===== src/rtl/hazard_pkg.sv =====
package hazard_pkg;

  typedef enum logic [1:0] {
    FWD_RF    = 2'b00,
    FWD_EXMEM = 2'b01,
    FWD_MEMWB = 2'b10
  } fwdSel_e;

  // strobes handed from control to the datapath/top
  typedef struct packed {
    fwdSel_e fwdA;
    fwdSel_e fwdB;
    logic    storeFwd;
    logic    stall;
  } hazCtl_t;

endpackage


===== src/rtl/hazard_regfile.sv =====
module hazard_regfile #(
  parameter int REG_AW = 5,
  parameter int DATA_W = 32
) (
  input  logic              clk,
  input  logic              rstN,
  input  logic [REG_AW-1:0] rdAddr [2],
  output logic [DATA_W-1:0] rdData [2],
  input  logic              wrEn,
  input  logic [REG_AW-1:0] wrAddr,
  input  logic [DATA_W-1:0] wrData
);
  localparam int NREGS = 1 << REG_AW;

  logic [DATA_W-1:0] regs [NREGS];
  logic              wrLive;

  assign wrLive = wrEn && (wrAddr != '0);

  always_ff @(posedge clk) begin
    if (!rstN) begin
      for (int i = 0; i < NREGS; i++) regs[i] <= '0;
    end else if (wrLive) begin
      regs[wrAddr] <= wrData;
    end
  end

  for (genvar p = 0; p < 2; p++) begin : g_port
    always_comb begin
      if (rdAddr[p] == '0)                       rdData[p] = '0;
      else if (wrLive && (wrAddr == rdAddr[p]))  rdData[p] = wrData;
      else                                       rdData[p] = regs[rdAddr[p]];
    end

    AST_RF_ZERO: assert property (@(posedge clk) disable iff (!rstN)
      (rdAddr[p] == '0) |-> (rdData[p] == '0));
    AST_RF_BYPASS: assert property (@(posedge clk) disable iff (!rstN)
      (wrEn && wrAddr != '0 && wrAddr == rdAddr[p]) |-> (rdData[p] == wrData));
  end

  AST_RF_WRITE_LANDS: assert property (@(posedge clk) disable iff (!rstN)
    (wrEn && wrAddr != '0) |=> (regs[$past(wrAddr)] == $past(wrData)));
  AST_RF_R0_KEPT: assert property (@(posedge clk) disable iff (!rstN)
    (regs[0] == '0));

endmodule


===== src/rtl/hazard_ctrl.sv =====
module hazard_ctrl
  import hazard_pkg::*;
#(
  parameter int REG_AW = 5
) (
  input  logic              clk,
  input  logic              rstN,
  input  logic [REG_AW-1:0] idSrc [2],
  input  logic [1:0]        idUse,
  input  logic              idIsStore,
  input  logic [REG_AW-1:0] exSrc [2],
  input  logic [1:0]        exUse,
  input  logic [REG_AW-1:0] exRd,
  input  logic              exWe,
  input  logic              exIsLoad,
  input  logic [REG_AW-1:0] memRd,
  input  logic              memWe,
  input  logic              memIsStore,
  input  logic [REG_AW-1:0] memRs2,
  input  logic [REG_AW-1:0] wbRd,
  input  logic              wbWe,
  output hazCtl_t           ctl
);
  logic    memLive, wbLive, loadLive;
  fwdSel_e opSel  [2];
  logic    useHit [2];

  assign memLive  = memWe && (memRd != '0);
  assign wbLive   = wbWe  && (wbRd  != '0);
  assign loadLive = exIsLoad && exWe && (exRd != '0);

  for (genvar k = 0; k < 2; k++) begin : g_op
    // younger producer (memory stage) checked first
    always_comb begin
      opSel[k] = FWD_RF;
      if (exUse[k] && memLive && (memRd == exSrc[k]))     opSel[k] = FWD_EXMEM;
      else if (exUse[k] && wbLive && (wbRd == exSrc[k]))  opSel[k] = FWD_MEMWB;
    end

    AST_NO_FWD_UNUSED: assert property (@(posedge clk) disable iff (!rstN)
      !exUse[k] |-> (opSel[k] == FWD_RF));
    AST_YOUNGER_WINS: assert property (@(posedge clk) disable iff (!rstN)
      (exUse[k] && memWe && memRd != '0 && memRd == exSrc[k]) |-> (opSel[k] == FWD_EXMEM));
    AST_FWD_NONZERO: assert property (@(posedge clk) disable iff (!rstN)
      (exSrc[k] == '0) |-> (opSel[k] == FWD_RF));
  end

  // store data source (second operand) needs no interlock: it is forwarded in the memory stage
  assign useHit[0] = idUse[0] && (idSrc[0] == exRd);
  assign useHit[1] = idUse[1] && !idIsStore && (idSrc[1] == exRd);

  always_comb begin
    ctl.fwdA     = opSel[0];
    ctl.fwdB     = opSel[1];
    ctl.storeFwd = memIsStore && wbLive && (wbRd == memRs2);
    ctl.stall    = loadLive && (useHit[0] || useHit[1]);
  end

  AST_STALL_NEEDS_LOAD: assert property (@(posedge clk) disable iff (!rstN)
    ctl.stall |-> (exIsLoad && exWe && exRd != '0));
  AST_NOP_ENDS_STALL: assert property (@(posedge clk) disable iff (!rstN)
    !exWe |-> !ctl.stall);
  AST_STFWD_NEEDS_STORE: assert property (@(posedge clk) disable iff (!rstN)
    ctl.storeFwd |-> (memIsStore && wbWe && wbRd != '0));

endmodule


===== src/rtl/hazard_fwd_unit.sv =====
module hazard_fwd_unit
  import hazard_pkg::*;
#(
  parameter int REG_AW = 5,
  parameter int DATA_W = 32
) (
  input  logic              clk,
  input  logic              rstN,
  input  logic [REG_AW-1:0] idRs1,
  input  logic [REG_AW-1:0] idRs2,
  input  logic              idUseRs1,
  input  logic              idUseRs2,
  input  logic              idIsStore,
  input  logic [REG_AW-1:0] exRs1,
  input  logic [REG_AW-1:0] exRs2,
  input  logic              exUseRs1,
  input  logic              exUseRs2,
  input  logic [REG_AW-1:0] exRd,
  input  logic              exWe,
  input  logic              exIsLoad,
  input  logic [REG_AW-1:0] memRd,
  input  logic              memWe,
  input  logic              memIsStore,
  input  logic [REG_AW-1:0] memRs2,
  input  logic [REG_AW-1:0] wbRd,
  input  logic              wbWe,
  input  logic [DATA_W-1:0] wbData,
  output logic [DATA_W-1:0] rdData1,
  output logic [DATA_W-1:0] rdData2,
  output logic [1:0]        fwdSelA,
  output logic [1:0]        fwdSelB,
  output logic              storeFwd,
  output logic              pcHold,
  output logic              ifIdHold,
  output logic              idExBubble
);
  hazCtl_t           ctl;
  logic [REG_AW-1:0] idSrc  [2];
  logic [REG_AW-1:0] exSrc  [2];
  logic [DATA_W-1:0] rfData [2];

  assign idSrc[0] = idRs1;
  assign idSrc[1] = idRs2;
  assign exSrc[0] = exRs1;
  assign exSrc[1] = exRs2;

  hazard_ctrl #(.REG_AW(REG_AW)) u_ctrl (
    .clk       (clk),
    .rstN      (rstN),
    .idSrc     (idSrc),
    .idUse     ({idUseRs2, idUseRs1}),
    .idIsStore (idIsStore),
    .exSrc     (exSrc),
    .exUse     ({exUseRs2, exUseRs1}),
    .exRd      (exRd),
    .exWe      (exWe),
    .exIsLoad  (exIsLoad),
    .memRd     (memRd),
    .memWe     (memWe),
    .memIsStore(memIsStore),
    .memRs2    (memRs2),
    .wbRd      (wbRd),
    .wbWe      (wbWe),
    .ctl       (ctl)
  );

  hazard_regfile #(.REG_AW(REG_AW), .DATA_W(DATA_W)) u_rf (
    .clk   (clk),
    .rstN  (rstN),
    .rdAddr(idSrc),
    .rdData(rfData),
    .wrEn  (wbWe),
    .wrAddr(wbRd),
    .wrData(wbData)
  );

  assign rdData1    = rfData[0];
  assign rdData2    = rfData[1];
  assign fwdSelA    = ctl.fwdA;
  assign fwdSelB    = ctl.fwdB;
  assign storeFwd   = ctl.storeFwd;
  assign pcHold     = ctl.stall;
  assign ifIdHold   = ctl.stall;
  assign idExBubble = ctl.stall;

  AST_STALL_TRIO: assert property (@(posedge clk) disable iff (!rstN)
    (pcHold == ifIdHold) && (ifIdHold == idExBubble));
  AST_STORE_NO_STALL: assert property (@(posedge clk) disable iff (!rstN)
    (idIsStore && !idUseRs1) |-> !pcHold);

endmodule


===== config.mk =====
export PLATFORM = sky130hd
export DESIGN_NAME = hazard_fwd_unit
export DESIGN_NICKNAME = d
export VERILOG_FILES = /design/src/rtl/hazard_pkg.sv /design/src/rtl/hazard_regfile.sv /design/src/rtl/hazard_ctrl.sv /design/src/rtl/hazard_fwd_unit.sv
export SDC_FILE = /design/constraint.sdc
export NUM_CORES = 2
export LEC_CHECK = 0
export BUFFER_PORTS_ARGS = -buffer_cell sky130_fd_sc_hd__buf_2
export CAP_MARGIN = 20
export CORE_AREA = 2 2 308 310
export CTS_CLUSTER_SIZE = 16
export DETAILED_ROUTE_END_ITERATION = 12
export DIE_AREA = 0 0 310 312
export HOLD_SLACK_MARGIN = 0.03
export PLACE_DENSITY_LB_ADDON = 0.15
export SKIP_LAST_GASP = 1
export SYNTH_ARGS = -nofsm -noshare
export SYNTH_HDL_FRONTEND = slang
export SYNTH_SLANG_ARGS = --single-unit

===== constraint.sdc =====
create_clock -name clk -period 11.3 [get_ports clk]
set_clock_uncertainty 0.1 [all_clocks]
set_input_delay 1.13 -clock clk [delete_from_list [all_inputs] [get_ports clk]]
set_output_delay 1.13 -clock clk [all_outputs]
set_load 0.01 [all_outputs]

# Word level (Yosys, flattened, before mapping)
# Memory sizes are Yosys's and may differ from the RTL's.
# Index checks and enable logic that the tools add are counted.
# totals
memories	1
ramBits	1024
input_bits	84
register_bits	0
elab_cells	53
# op_classes
n_reduce_logical	28
n_mux	15
n_eq_ne	9
# memory_table
memory	depth	word_bits	rd	rd_ports_with_merged_regs	write_ports	line	rtl
u_rf.regs	32	32	2	0	32	hazard_regfile.sv:15	logic [DATA_W-1:0] regs [NREGS];
# op_table
cell	count
two-way mux 32 bit	5
== test 5 bit	9
OR reduction 32 bit	1
logical AND 1 bit	20
nonzero test 5 bit	3
zero test 5 bit	2
two-way mux 2 bit	4
two-way mux 1 bit	5
two-way mux 5 bit	1
zero test 1 bit	1
logical OR 1 bit	1

# Logic depth before layout (Yosys ltp)
# logic_depth
word_depth	7
ltp_mapped	11
depth_no_buf	6

# Cells and area by module
# From an unflattened synthesis, not the netlist that was laid out.
# hier_totals
cells_unflattened	3991
area_unflattened_um2	56125.1
# by_module_without_submodules
module	area_per_inst_um2	cells_per_inst	n_inst	seq_area_each_um2
hazard_regfile	55647.1	3928	1	30749.5
hazard_ctrl	462.9	61	1	0.0
hazard_fwd_unit	15.0	2	1	0.0

# Worst setup path before layout
# OpenSTA, ideal clock, no wires.
# synth_path
kind	input -> register
from	input port rstN
to	memory u_rf.regs[28][0] (enable)
setup_ns	0.466
arrival_time_ns	4.696
stages	4
slack_ns	6.039
path_buffers	1
required_ns	10.734
path_cell_list	inv_1 -> or4_1 -> clkbuf_1 -> o21ai_0
# synth_lines
item	line	rtl
from (decl)	hazard_fwd_unit.sv:8	input logic rstN,
to (decl)	hazard_regfile.sv:15	

# Worst setup path in the final report
# layout_path
from	input port idRs2[1]
to	output port rdData2[30]
# layout_via
elab_chain_len	4
# layout_lines
item	line	rtl
from (decl)	hazard_fwd_unit.sv:10	input logic [REG_AW-1:0] idRs2,
branches (longest 3 deep; another with memory read (32 x 32 bit))	--	
two-way mux 32 bit (*)	hazard_regfile.sv:30	if (rdAddr[p] == '0) rdData[p] = '0;
to (decl)	hazard_fwd_unit.sv:29	output logic [DATA_W-1:0] rdData2,
# Every way passes the cells marked *.

==> flow_summary.yaml <==
routing:
  ant_nets: 0
  routed_via_density: 7.281
  num_vias: 38370
  first_iter_violations: 6839
  routed_wl_um: 194100
  post_drt_wl_per_cell_um: 36.83
  drc_errors: 0
  firstDrtPassIters: 7
logic_synthesis:
  avgSynthCellArea_um2: 14.15
  ys_types: 52
  syn_area_um2: 55600
  synth-seq-cells: 1024
  syn_inst: 3929
  async_flop_share_pct: 0
  synth_edf_count: 1024
  synth_seq_area_share_pct: 55.30
  synth_ff_type: "edfxtp_1"
  ys_warn_count: 0
floorplan:
  initial_core_util_pct: 59.76
  dieArea_um2: 96720
  die_w_um: 310
  die_h_um: 312
  ios: 156
  design.core.area_um2: 93050
  rows: 112
worst_setup_path:
  crit_chain: "buf_6 > buf_12 > xnor2_1 > nand4_1 > nor3_2 > buf_4 > nand2b_2 > buf_4 > a21oi_1 > a221o_1 > buf_2"
  worstPathRequired_ns: 10.07
  cp_max_fo: 73
  crit_type: "in -> out"
  cp_slowest_stage_delay_ns: 0.58
  cp-end-kind: "output port"
  cp_slowest_cell: "buf_12"
  cp_data_arrival_time_ns: 4.97
  critPathLaunch: "idRs2[1]"
  worstPathBufferInverterCount: 5
  path_common_cell: "buf_4"
  critical-path-top-delay-family: "buffers and inverters"
  start_kind: "primary input"
finish:
  layout-drive-gt1-share_pct: 22.42
  largest_register_ffs: 1024
  mostFrequentLayoutCells: "1,024 x edfxtp_1, 995 x and2_1, 380 x mux4_2"
  final_common_cell: "edfxtp_1"
  fin_cells: 5270
  nets: 4003
  area_growth_pct: 10.97
  largest-register: "u_rf.regs"
  largestRegisters: "u_rf.regs x1024"
clock_tree:
  postCtsSetupBuffers: 0
  clock-root-buffer: "clkbuf_16"
  cts_htree_levels: 3
  cts_inserted_buffers: 107
  cts_sinks: 1024
  cts_tree: "built"
  clock_path_buffers: 3
  hold_buffers: 0
  path_clk_slew_ns: 0.06
  cts_resized: 0
placement:
  dp_hpwl_um: 107600
  port_buffers: 155
  gp_congestion: 0.9037
  dp_cells: 5064
sta:
  fin_setup_tns_ns: 0
  max_slew.worst_pin.slew_ns: 1.247
  hold_violations: 0
  finalWorstPathRequiredPeriod_ns: 6.196
  slew_headroom_pct: 16.38
  setup_viol: 0
  slew_violations: 0
  fmax_mhz: 161.4
  fin_crit_sh_pct: 54.83
  rsz0062_at_grt: "no"
global_routing:
  grt_usage_pct: 40.23
  grt_max_degree: 110
  grt_pass1_wl_um: 271200
  antenna_found_initial: 23
  gr-total-overflow: 0
  grt_pass1_vias: 37230
run:
  drv_cap: 0
hold_path:
  holdPathEnd: "u_rf.regs[9][14]"
  hold_start: "wbData[14]"
  whs_path_depth: 2
  hold_path_class: "in -> reg"
power:
  vdd_drop_max_mv: 0.1231
  p_per_area_nw_per_um2: 153.1
  total_power_mw: 9.446
  leakage_nw: 21.74
outcome:
  outcome: "finished, final reports clean"
-- per-stage QoR --
step                hold slack, ns  utilization (%)  setup slack [ns]  cell area, um^2
floorplan                    1.228                -             6.039            55720
global placement             1.696            62.29             5.310            57960
detailed placement           1.709            62.39             5.306            58050
CTS                         0.9820            66.28             5.324            61680
global route                 1.032            66.29             5.099            61680
finish                       1.012            66.31             5.104            61700
-- synth_stat cells, types with 5 or more instances --
cell type / number / area share (%)
buf_1: 43 / 0.29
nand3_1: 17 / 0.15
nor2b_1: 22 / 0.25
nor3_2: 8 / 0.14
nor3_1: 54 / 0.49
xnor2_1: 25 / 0.39
mux4_2: 380 / 15
nor4_1: 5 / 0.056
o21ai_0: 76 / 0.68
edfxtp_1: 1024 / 55
a221oi_1: 73 / 1.1
clkbuf_1: 310 / 2.1
mux2i_1: 315 / 5.7
nand4_1: 6 / 0.068
nand2b_1: 11 / 0.12
and2_1: 996 / 11
xor2_1: 20 / 0.32
nand2_1: 45 / 0.30
a211o_1: 11 / 0.17
buf_2: 64 / 0.58
o211ai_1: 10 / 0.14
a211oi_1: 33 / 0.45
a221o_1: 54 / 0.97
a21oi_1: 69 / 0.62
o21a_1: 7 / 0.095
nor3b_1: 20 / 0.27
o22ai_1: 41 / 0.46
a32oi_1: 7 / 0.11
nor2_1: 67 / 0.45
a22oi_1: 79 / 1.1
-- worst max-delay path by stage --
stage                             to  cells after the start
detailed placement        rdData2[0]                     11
global route             rdData1[31]                      9
global placement          rdData1[2]                      8
CTS                      rdData1[31]                      9
finish                   rdData2[30]                     11
floorplan           u_rf.regs[28][0]                      4
-- where the power goes --
group / switching [mW] / internal (mW) / total [mW]
logic: 0.766 / 0.457 / 1.22
registers: 0.107 / 4.39 / 4.50
clock network: 1.51 / 2.21 / 3.73
total: 2.38 / 7.06 / 9.45
-- cell type report --
cell class	instances	area, um^2
diodes	11	27.53
clock buffers	133	2818
clock inverters	62	808.3
fillers	6554	31350
inverters	3	11.26
multi-input cells	2510	23900
flip-flops and latches	1024	30750
well taps	1254	1569
repair buffers	273	1826
-- cells by family after synthesis --
family / after synthesis / synth area share, %
xor gates and xnor gates: 45 / 0.7088
other: 1 / 0.006744
muxes: 695 / 21.06
and+or+nand+nor: 1268 / 13.76
DFF: 1024 / 55.30
AOI/OAI and AO/OA: 470 / 6.087
buffers and inverters: 426 / 3.074
-- layer usage --
layer  global-route usage (%)  up-vias  wire (um)
li1                         -    15060          -
met1                    53.62    19240      66480
met2                    58.22     3368      84880
met3                    14.85      700      31400
met4                    20.51       12      11270
met5                        0        -         85
Note: power is estimated with default switching activity, not from simulation.
